$ cat src/rtl/ucache_pkg.sv
package ucache_pkg;

  typedef enum logic [2:0] {
    ST_IDLE,
    ST_LOOKUP,
    ST_FILL_GO,
    ST_FILL_WAIT,
    ST_FILL_END,
    ST_WR_GO,
    ST_WR_WAIT
  } ucState_t;

  // strobes from control to datapath
  typedef struct packed {
    logic latchReq;     // capture processor request
    logic latchVictim;  // freeze the way to be refilled
    logic wordClr;      // restart fill word counter
    logic wordInc;      // advance fill word counter
    logic fillWrite;    // store returned word into the fill way
    logic fillCommit;   // set valid, tag and recency for the filled line
    logic touchHit;     // mark the hit way most recently used
    logic storeWord;    // overwrite cached word on a store hit
    logic useFillAddr;  // backing address comes from the fill counter
  } ucStrobe_t;

endpackage

$ cat src/rtl/ucache_dp.sv
module ucache_dp
  import ucache_pkg::*;
#(
  parameter int ADDR_W = 32,
  parameter int DATA_W = 32,
  parameter int SETS   = 4,
  parameter int WORDS  = 8
) (
  input  logic              clk,
  input  logic              rstN,
  input  ucStrobe_t         strobe,
  input  logic              cpuWe,
  input  logic [ADDR_W-1:0] cpuAddr,
  input  logic [DATA_W-1:0] cpuWdata,
  input  logic [DATA_W-1:0] memRdata,
  output logic              hit,
  output logic              reqWe,
  output logic              lastWord,
  output logic [DATA_W-1:0] cpuRdata,
  output logic [ADDR_W-1:0] memAddr,
  output logic [DATA_W-1:0] memWdata,
  output logic              memWe
);

  localparam int WAYS   = 2;
  localparam int OFF_W  = $clog2(DATA_W / 8);
  localparam int WORD_W = $clog2(WORDS);
  localparam int SET_W  = $clog2(SETS);
  localparam int TAG_W  = ADDR_W - SET_W - WORD_W - OFF_W;

  logic [ADDR_W-1:0] reqAddr;
  logic [DATA_W-1:0] reqWdata;
  logic [WORD_W-1:0] wordCnt;
  logic              fillWay;

  logic [TAG_W-1:0]  reqTag;
  logic [SET_W-1:0]  reqSet;
  logic [WORD_W-1:0] reqWord;

  logic [TAG_W-1:0]  tagArr   [SETS][WAYS];
  logic [WAYS-1:0]   validArr [SETS];
  logic [SETS-1:0]   lruArr;
  logic [DATA_W-1:0] dataArr  [SETS][WAYS][WORDS];

  logic [WAYS-1:0]   hitVec;
  logic              hitWay;
  logic              victimWay;

  assign reqTag  = reqAddr[ADDR_W-1 -: TAG_W];
  assign reqSet  = reqAddr[OFF_W+WORD_W +: SET_W];
  assign reqWord = reqAddr[OFF_W +: WORD_W];

  // tag compare per way
  for (genvar w = 0; w < WAYS; w++) begin : g_way
    assign hitVec[w] = validArr[reqSet][w] && (tagArr[reqSet][w] == reqTag);
  end

  assign hit    = |hitVec;
  assign hitWay = hitVec[1];

  // empty way first, then the one not most recently used
  always_comb begin
    if (!validArr[reqSet][0])      victimWay = 1'b0;
    else if (!validArr[reqSet][1]) victimWay = 1'b1;
    else                           victimWay = lruArr[reqSet];
  end

  assign lastWord = (wordCnt == WORD_W'(WORDS - 1));
  assign cpuRdata = dataArr[reqSet][hitWay][reqWord];
  assign memWdata = reqWdata;
  assign memWe    = reqWe & ~strobe.useFillAddr;
  assign memAddr  = strobe.useFillAddr ? {reqTag, reqSet, wordCnt, {OFF_W{1'b0}}} : reqAddr;

  // request, counter and bookkeeping state
  always_ff @(posedge clk or negedge rstN) begin
    if (!rstN) begin
      reqAddr  <= '0;
      reqWdata <= '0;
      reqWe    <= 1'b0;
      wordCnt  <= '0;
      fillWay  <= 1'b0;
      lruArr   <= '0;
      for (int s = 0; s < SETS; s++) validArr[s] <= '0;
    end else begin
      if (strobe.latchReq) begin
        reqAddr  <= cpuAddr;
        reqWdata <= cpuWdata;
        reqWe    <= cpuWe;
      end
      if (strobe.latchVictim) fillWay <= victimWay;
      if (strobe.wordClr)      wordCnt <= '0;
      else if (strobe.wordInc) wordCnt <= wordCnt + 1'b1;
      if (strobe.fillCommit) begin
        validArr[reqSet][fillWay] <= 1'b1;
        lruArr[reqSet]            <= ~fillWay;
      end else if (strobe.touchHit) begin
        lruArr[reqSet] <= ~hitWay;
      end
    end
  end

  // line storage, no reset needed
  always_ff @(posedge clk) begin
    if (strobe.fillCommit) tagArr[reqSet][fillWay] <= reqTag;
    if (strobe.fillWrite)  dataArr[reqSet][fillWay][wordCnt] <= memRdata;
    if (strobe.storeWord)  dataArr[reqSet][hitWay][reqWord] <= reqWdata;
  end

  // a tag is never resident in both ways of a set
  a_r6_single_match: assert property (@(posedge clk) disable iff (!rstN)
    $onehot0(hitVec));

  // after a hit touch the recency bit points away from the hit way
  a_r7_lru_away: assert property (@(posedge clk) disable iff (!rstN)
    (strobe.touchHit && !strobe.fillCommit) |=> (lruArr[$past(reqSet)] != $past(hitWay)));

  // a committed fill leaves the line valid with the requested tag
  a_r3_commit_valid: assert property (@(posedge clk) disable iff (!rstN)
    strobe.fillCommit |=> (validArr[$past(reqSet)][$past(fillWay)]
                           && tagArr[$past(reqSet)][$past(fillWay)] == $past(reqTag)));

endmodule

$ cat src/rtl/ucache_ctrl.sv
module ucache_ctrl
  import ucache_pkg::*;
(
  input  logic      clk,
  input  logic      rstN,
  input  logic      cpuReq,
  input  logic      hit,
  input  logic      reqWe,
  input  logic      lastWord,
  input  logic      memDone,
  output ucStrobe_t strobe,
  output logic      memGo,
  output logic      cpuReady,
  output logic      memBusy
);

  ucState_t state, nextState;

  always_ff @(posedge clk or negedge rstN) begin
    if (!rstN) state <= ST_IDLE;
    else       state <= nextState;
  end

  always_comb begin
    strobe    = '0;
    memGo     = 1'b0;
    cpuReady  = 1'b0;
    nextState = state;
    case (state)
      ST_IDLE: begin
        if (cpuReq) begin
          strobe.latchReq = 1'b1;
          nextState       = ST_LOOKUP;
        end
      end
      ST_LOOKUP: begin
        if (reqWe) begin
          nextState = ST_WR_GO;
        end else if (hit) begin
          cpuReady        = 1'b1;
          strobe.touchHit = 1'b1;
          nextState       = ST_IDLE;
        end else begin
          strobe.latchVictim = 1'b1;
          strobe.wordClr     = 1'b1;
          nextState          = ST_FILL_GO;
        end
      end
      ST_FILL_GO: begin
        strobe.useFillAddr = 1'b1;
        memGo              = 1'b1;
        nextState          = ST_FILL_WAIT;
      end
      ST_FILL_WAIT: begin
        strobe.useFillAddr = 1'b1;
        if (memDone) begin
          strobe.fillWrite = 1'b1;
          if (lastWord) begin
            nextState = ST_FILL_END;
          end else begin
            strobe.wordInc = 1'b1;
            nextState      = ST_FILL_GO;
          end
        end
      end
      ST_FILL_END: begin
        strobe.fillCommit = 1'b1;
        nextState         = ST_LOOKUP;
      end
      ST_WR_GO: begin
        memGo     = 1'b1;
        nextState = ST_WR_WAIT;
      end
      ST_WR_WAIT: begin
        if (memDone) begin
          cpuReady = 1'b1;
          if (hit) begin
            strobe.storeWord = 1'b1;
            strobe.touchHit  = 1'b1;
          end
          nextState = ST_IDLE;
        end
      end
      default: nextState = ST_IDLE;
    endcase
  end

  assign memBusy = (state == ST_FILL_WAIT) || (state == ST_WR_WAIT);

  // the start strobe never lasts two cycles
  a_r4_go_single: assert property (@(posedge clk) disable iff (!rstN)
    memGo |=> !memGo);

  // the completion pulse is one cycle wide
  a_r5_ready_pulse: assert property (@(posedge clk) disable iff (!rstN)
    cpuReady |=> !cpuReady);

  // a store completes only in the cycle its write is acknowledged
  a_r8_store_done: assert property (@(posedge clk) disable iff (!rstN)
    (cpuReady && reqWe) |-> memDone);

endmodule

$ cat src/rtl/ucache_top.sv
module ucache_top
  import ucache_pkg::*;
#(
  parameter int ADDR_W = 32,
  parameter int DATA_W = 32,
  parameter int SETS   = 4,
  parameter int WORDS  = 8
) (
  input  logic              clk,
  input  logic              rstN,
  input  logic              cpuReq,
  input  logic              cpuWe,
  input  logic [ADDR_W-1:0] cpuAddr,
  input  logic [DATA_W-1:0] cpuWdata,
  output logic [DATA_W-1:0] cpuRdata,
  output logic              cpuReady,
  output logic              memGo,
  output logic              memWe,
  output logic [ADDR_W-1:0] memAddr,
  output logic [DATA_W-1:0] memWdata,
  input  logic [DATA_W-1:0] memRdata,
  input  logic              memDone
);

  ucStrobe_t strobe;
  logic      hit;
  logic      reqWe;
  logic      lastWord;
  logic      memBusy;

  ucache_ctrl u_ctrl (
    .clk      (clk),
    .rstN     (rstN),
    .cpuReq   (cpuReq),
    .hit      (hit),
    .reqWe    (reqWe),
    .lastWord (lastWord),
    .memDone  (memDone),
    .strobe   (strobe),
    .memGo    (memGo),
    .cpuReady (cpuReady),
    .memBusy  (memBusy)
  );

  ucache_dp #(
    .ADDR_W (ADDR_W),
    .DATA_W (DATA_W),
    .SETS   (SETS),
    .WORDS  (WORDS)
  ) u_dp (
    .clk      (clk),
    .rstN     (rstN),
    .strobe   (strobe),
    .cpuWe    (cpuWe),
    .cpuAddr  (cpuAddr),
    .cpuWdata (cpuWdata),
    .memRdata (memRdata),
    .hit      (hit),
    .reqWe    (reqWe),
    .lastWord (lastWord),
    .cpuRdata (cpuRdata),
    .memAddr  (memAddr),
    .memWdata (memWdata),
    .memWe    (memWe)
  );

  // address and write flag hold from the strobe until completion
  a_r4_addr_hold: assert property (@(posedge clk) disable iff (!rstN)
    (memGo || (memBusy && !memDone)) |=> ($stable(memAddr) && $stable(memWe)));

endmodule

$ cat config.mk
export PLATFORM = sky130hd
export DESIGN_NAME = ucache_top
export DESIGN_NICKNAME = d
export VERILOG_FILES = /design/src/rtl/ucache_pkg.sv /design/src/rtl/ucache_dp.sv /design/src/rtl/ucache_ctrl.sv /design/src/rtl/ucache_top.sv
export SDC_FILE = /design/constraint.sdc
export NUM_CORES = 2
export LEC_CHECK = 0
export BUFFER_PORTS_ARGS = -buffer_cell sky130_fd_sc_hd__buf_2
export CAP_MARGIN = 20
export CELL_PAD_IN_SITES_DETAIL_PLACEMENT = 1
export CELL_PAD_IN_SITES_GLOBAL_PLACEMENT = 2
export CORE_UTILIZATION = 40
export DETAILED_ROUTE_END_ITERATION = 6
export GPL_TIMING_DRIVEN = 0
export PLACE_DENSITY_LB_ADDON = 0.1
export SLEW_MARGIN = 10
export SYNTH_ARGS = -nofsm -noshare
export SYNTH_HDL_FRONTEND = slang
export SYNTH_SLANG_ARGS = --single-unit
export TNS_END_PERCENT = 100
$ cat constraint.sdc
create_clock -name clk -period 6.5 [get_ports clk]
set_clock_uncertainty 0.2 [all_clocks]
set_input_delay 0.65 -clock clk [delete_from_list [all_inputs] [get_ports clk]]
set_output_delay 0.65 -clock clk [all_outputs]
set_load 0.005 [all_outputs]
### Word level (Yosys, flattened, before mapping)

Memories as Yosys holds them, arrays and structs flattened.
Cells that the tools add are included.
Widths: inputs -> output; s select.

* flip-flop bits (word level): 84
* bits in latches: 0
* RAM bits: 2248
* bits in read-only memories: 0
* input bits: 101
* output and inout bits: 99
* logic and storage cells: 1158
* memories kept: 2

* add/subtract/negate cells: 1
* multipliers: 0
* div/mod/pow operators: 0
* order comparisons: 14
* equality and inequality tests: 12
* shift-type cells: 0
* multiplexer cells: 580
* bitwise operators: 522
* reductions and logical operators: 16

Memory list
* u_dp.dataArr: depth 4, width 512, rd ports 1, clocked after memory_dff 0, write ports 1, RTL line ucache_dp.sv:43 `logic [DATA_W-1:0] dataArr [SETS][WAYS][WORDS];`
* u_dp.tagArr: depth 4, width 50, rd ports 1, clocked after memory_dff 0, write ports 1, RTL line ucache_dp.sv:40 `logic [TAG_W-1:0] tagArr [SETS][WAYS];`

Operator list (number)
* $mux 256: 5
* $mux 512: 2
* $mux 1: 530
* $demux 256 s1: 2
* $or 1x1->1: 512
* $demux 32 s3: 2
* $mux 32: 4
* $bmux 32 s3: 1
* $eq 25x25->1: 2
* $mux 50: 1
* $demux 25 s1: 1
* $mux 25: 1
* $mux 2: 11
* $mux 3: 7
* $pmux 3 s7: 1
* $eq 3x3->1 const B: 4
* $logic_and 1x1->1: 9
* $bwmux 4: 2
* $ge 4x4->1 const B: 2
* $lt 4x1->1 const B: 2
* $mux 4: 2
* $not 3->4: 2
* $or 8x8->8: 1
* $eq 3x2->1 const B: 2
* other kinds (26): 37

### Logic depth before layout (Yosys ltp)

* word-level depth: 12
* gate-level depth with buffers: 15
* gate-level depth less buffers: 9

### By module

From an unflattened synthesis, not the netlist that was laid out.

* cells, all modules: 4593
* area total of the unflattened synthesis: 96004.6 um^2

Modules (own cells, without submodules)
* ucache_dp: instances 1, cells an instance 4549, area an instance 95704.3 um^2, sequential area each 69531.7 um^2
* ucache_ctrl: instances 1, cells an instance 44, area an instance 300.3 um^2, sequential area each 75.1 um^2

### Worst setup path after synthesis

Ideal clock, no wire load.

* path kind: register -> register
* start point: reg u_dp.reqAddr[6]
* end point: mem u_dp.dataArr[0][416] (netlist bit) (enable)
* library setup time: 0.421 ns
* arrival: 4.392 ns
* required time: 5.879 ns
* slack: 1.487 ns
* cell stages (with the launch flop): 15
* path buffers: 5
* period minus slack after synthesis: 5.013 ns
* cell sequence: dfrtp_1 buf_2 buf_2 buf_1 mux4_2 xnor2_1 nand4_1 nor4_2 nand2_1 nor4_2 nor2b_1 buf_4 buf_6 a21oi_1 nor2_1

* longest elaborated chain between the ends: 12
* elaborated cells between the ends (all ways): 22
* those cells by class: 2 x order compare; 2 x eq/ne; 10 x mux; 3 x bitwise; 4 x reduce/logical; 1 x memory

RTL lines
* start, declared: RTL line ucache_dp.sv:31 `logic [ADDR_W-1:0] reqAddr;`
* start signal, assigned: RTL line ucache_dp.sv:86 `reqAddr <= cpuAddr;`
* branches (longest 12 deep; another with $mem_v2 4x50)
* end, declared: RTL line ucache_dp.sv:43

Several ways; the timed one is not identified. The select of a mux whose other input is x is not followed.

### Final worst setup path

* start point: reg u_dp.reqAddr[5]
* end point: out cpuRdata[17]

* longest elaborated chain between the ends: 12
* elaborated cells between the ends (all ways): 15
* those cells by class: 1 x eq/ne; 9 x mux; 2 x bitwise; 1 x reduce/logical; 2 x memory

RTL lines
* branches (longest 6 deep; another with $mem_v2 4x50)
* $mux 256 (implied by the code) (*) (3 in series): RTL line ucache_dp.sv:69 `assign cpuRdata = dataArr[reqSet][hitWay][reqWord];`
* $bmux 32 s3 (*): RTL line ucache_dp.sv:69
* $mux 32 (implied by the code) (*) (2 in series): RTL line ucache_dp.sv:69
* end, declared: RTL line ucache_top.sv:15 `output logic [DATA_W-1:0] cpuRdata,`

Mark *: on every way between the ends. The select of a mux whose other input is x is not followed.

==> reports/qor.csv <==
stage,metric,value,unit
logic_synthesis,synth_top_area_share,70.0,%
power,ir_drop,0.000386,V
sta,max_freq,154,MHz
final_layout,layout-drive-gt1-share,43.4,%
clocking,cts_tree,done,
grt,grt_max_degree,56,
setup_path,critical_path_class,register to output port,
logic_synthesis,synth_top_area_cell,edfxtp_1,
power,p_per_area,441,nW/um^2
final_layout,fillerInstances,21500,
power,p_leak,37.6,nW
grt,grt_usage,30.1,%
setup_path,cp.required,5.65,ns
placed_design,gp_congestion,1.05,
clocking,cts-buffers-inserted,279,
clocking,clkTransAtPathRegs,0.06,ns
logic_synthesis,synth_nets,4714,
clocking,cts_root_buf,clkbuf_16,
route,ant_nets,0,
logic_synthesis,synth_cell_type_count,57,
logic_synthesis,syn_area_per_cell,20.9,um^2
grt,grt_pass1_vias,53500,
power,fin_total_pwr,51.3,mW
route,via_per_inst,6.09,
logic_synthesis,synth-edff-count,2248,
placed_design,numPortBuffers,199,
sta,fin_ws,0.00606,ns
grt,antenna_found_initial,83,
setup_path,worstPathMaxFanout,10,
placed_design,hpwl,269000,um
sta,final_max_slew_viol_count,0,
sta,finalSetupViolCount,0,
route,wire_per_inst,41.9,um
floorplan,die_h,493,um
logic_synthesis,ys_seq_elements,2332,
sta,tightest_slew,1.22,ns
route,drt_iter0_markers,6772,
floorplan,die_w,493,um
logic_synthesis,synthTopCellsByCount,"edfxtp_1 (2,248), mux4_2 (590), mux2_2 (559)",
final_layout,regArea,69600,um^2
route,via_count,53400,
sta,period_share,99.9,%
logic_synthesis,yosysSeqAreaShare,72.2,%
setup_path,cp.arrival,5.64,ns
clocking,h-tree-depth,5,
grt,overflow,0,
sta,slew_headroom,18.6,%
sta,period_minus_slack,6.49,ns
route,remaining_drc_errors,0,
floorplan,io_pins,200,
min_path,hold_class,primary input to asynchronous set/reset pin,
logic_synthesis,ys_warn_count,0,
logic_synthesis,ys_async_sr_fraction,3.60,%
sta,fin_hold_ws,0.0541,ns
grt,grt_pass1_wl,486000,um
placed_design,place_ws,-0.673,ns
final_layout,area_delta_synth_final,20.5,%
floorplan,start_util,40.4,%
route,drt_first_pass_iters,6,
setup_path,cp-start-kind,register,
sta,hold_viol,0,
final_layout,multi_input_area,26200,um^2
status,status,"complete, no violations",
clocking,insertion_delay,0.92,ns
setup_path,cp-end-kind,output port,
floorplan,die-area,243000,um^2
floorplan,core-area,239000,um^2
floorplan,fp-row-count,179,
final_layout,nets,5470,
logic_synthesis,mappedNetlistArea,96500,um^2
logic_synthesis,synthTopCellsByArea,"edfxtp_1 (70%), mux4_2 (14%), mux2_2 (6.5%)",
clocking,cts_max_path_buffers,4,
logic_synthesis,synthFlopType,edfxtp_1,
route,wirelength,367000,um
logic_synthesis,synth_most_common_cell,edfxtp_1,
clocking,cts.sinks,2332,
job,maxCapViolCount,0,
logic_synthesis,syn_inst,4611,
sequential cells by signal (all words and copies together), names as in the netlist, 3 cells and up:
register and flops:
u_dp.dataArr 2048, u_dp.tagArr 200, u_dp.memWdata 32, u_dp.reqAddr 32, u_dp.validArr 8, u_dp.lruArr 4
u_ctrl.state 3, u_dp.wordCnt 3
where the power goes:
part | total [mW] | switching, mW | internal [mW]
sequential | 18.4 | 1.37 | 17.1
clock | 15.2 | 6.12 | 9.05
combinational | 17.7 | 11.1 | 6.54
total | 51.3 | 18.6 | 32.6
worst paths after layout:
| check | start | end | slack [ns] | depth (start not counted) |
|---|---|---|---|---|
| setup / recovery | u_dp.reqAddr[5] | cpuRdata[17] | 0.006 | 16 |
| hold / removal | rstN | u_dp.reqAddr[11] | 0.05 | 2 |
| min in group clk | memRdata[30] | u_dp.dataArr[2][30] | 0.16 | 2 |
| hold reg to reg | u_dp.validArr[3] | u_dp.validArr[3] | 0.27 | 1 |
| setup reg to reg | u_dp.reqAddr[5] | u_dp.dataArr[1][144] | 0.27 | 15 |
| max in group asynchronous | rstN | u_dp.validArr[2] | 5.32 | 3 |
timing repair:
action                                 4_1_cts  5_1_grt
gates cloned                                 0        1
endpoints found under the hold margin      152        0
resized for setup                          202       19
setup endpoints to repair                 1357      240
pin swaps                                   35       11
hold buffers                                69        0
buffers inserted                            26       23
kinds of logic (layout without fill, tap and decap cells):
group	after synthesis	count (layout)	share of synthesized area [%]
DFF	2332	2332	72.2
adders and majority gates	2	2	0.0259
xor gates and xnor gates	50	50	0.462
other	0	34	0
buffers and inverters	368	1314	1.82
AOI/OAI and AO/OA	206	206	1.33
and+or+nand+nor	311	311	1.67
muxes	1342	1342	22.5
per-layer routing:
metal | wire length, um | up-vias | track usage [%] | part of all wire, %
met5 | 33 | - | 0 | 0.0090
met4 | 20400 | 4 | 14.8 | 5.6
met3 | 29700 | 532 | 5.02 | 8.1
met2 | 167000 | 2574 | 46.0 | 46
met1 | 149000 | 29500 | 42.1 | 41
li1 | - | 20800 | - | -
through the flow:
stage | instances | area [um^2] | TNS [ns] | utilization, %
2_1_floorplan | 4611 | 96500 | 0 | -
3_3_place_gp | 7977 | 101000 | -6306.15 | 42.5
3_5_place_dp | 8130 | 105000 | -485.29 | 44.1
4_1_cts | 8696 | 116000 | -0.00768 | 48.5
5_1_grt | 8726 | 116000 | -0.00369 | 48.6
6_report | 8758 | 116000 | 0 | 48.7
worst max-delay path, stage by stage (launching register included):
cell and delay (ns):
dfrtp_2 0.44, buf_4 0.17, clkbuf_16 0.16, buf_4 0.13
mux4_2 0.42, xnor2_1 0.25, nand4_1 0.16, nor4b_2 0.24
nand3_1 0.16, nor4b_4 0.31, buf_6 0.16, buf_8 0.15
buf_12 0.15, mux4_2 0.64, a22oi_2 0.67, nand3_2 0.26
buf_2 0.21
cell usage in the layout, fill, tap and decap left out, drive strengths merged, types with 6 or more instances in the layout:
master,count
o21ai,42
bufinv,24
nor3,40
o22ai,31
a21oi,52
nand2,25
xnor2,47
inv,11
mux2i,138
or2,11
clkdlybuf4s15,10
nand2b,10
dfrtp,84
dlygate4sd3,69
nand3,68
diode,34
nor2,101
clkbuf,554
nand4,20
nor2b,6
a22oi,65
mux4,592
buf,558
clkinv,81
clkinvlp,6
nor4,6
and2,8
edfxtp,2248
mux2,612
area by class of cell:
cell class                 count  area share [%]
clock buffer                 356            6.45
timing repair buffer         475            4.81
clock inverter               115           0.994
inverter                       7          0.0226
tap                         3167            3.41
antenna                       34          0.0732
buffer                       361            1.80
multi-input combinational   1911            22.5
sequential                  2332            59.9
Power figures use the tool's default switching activity.
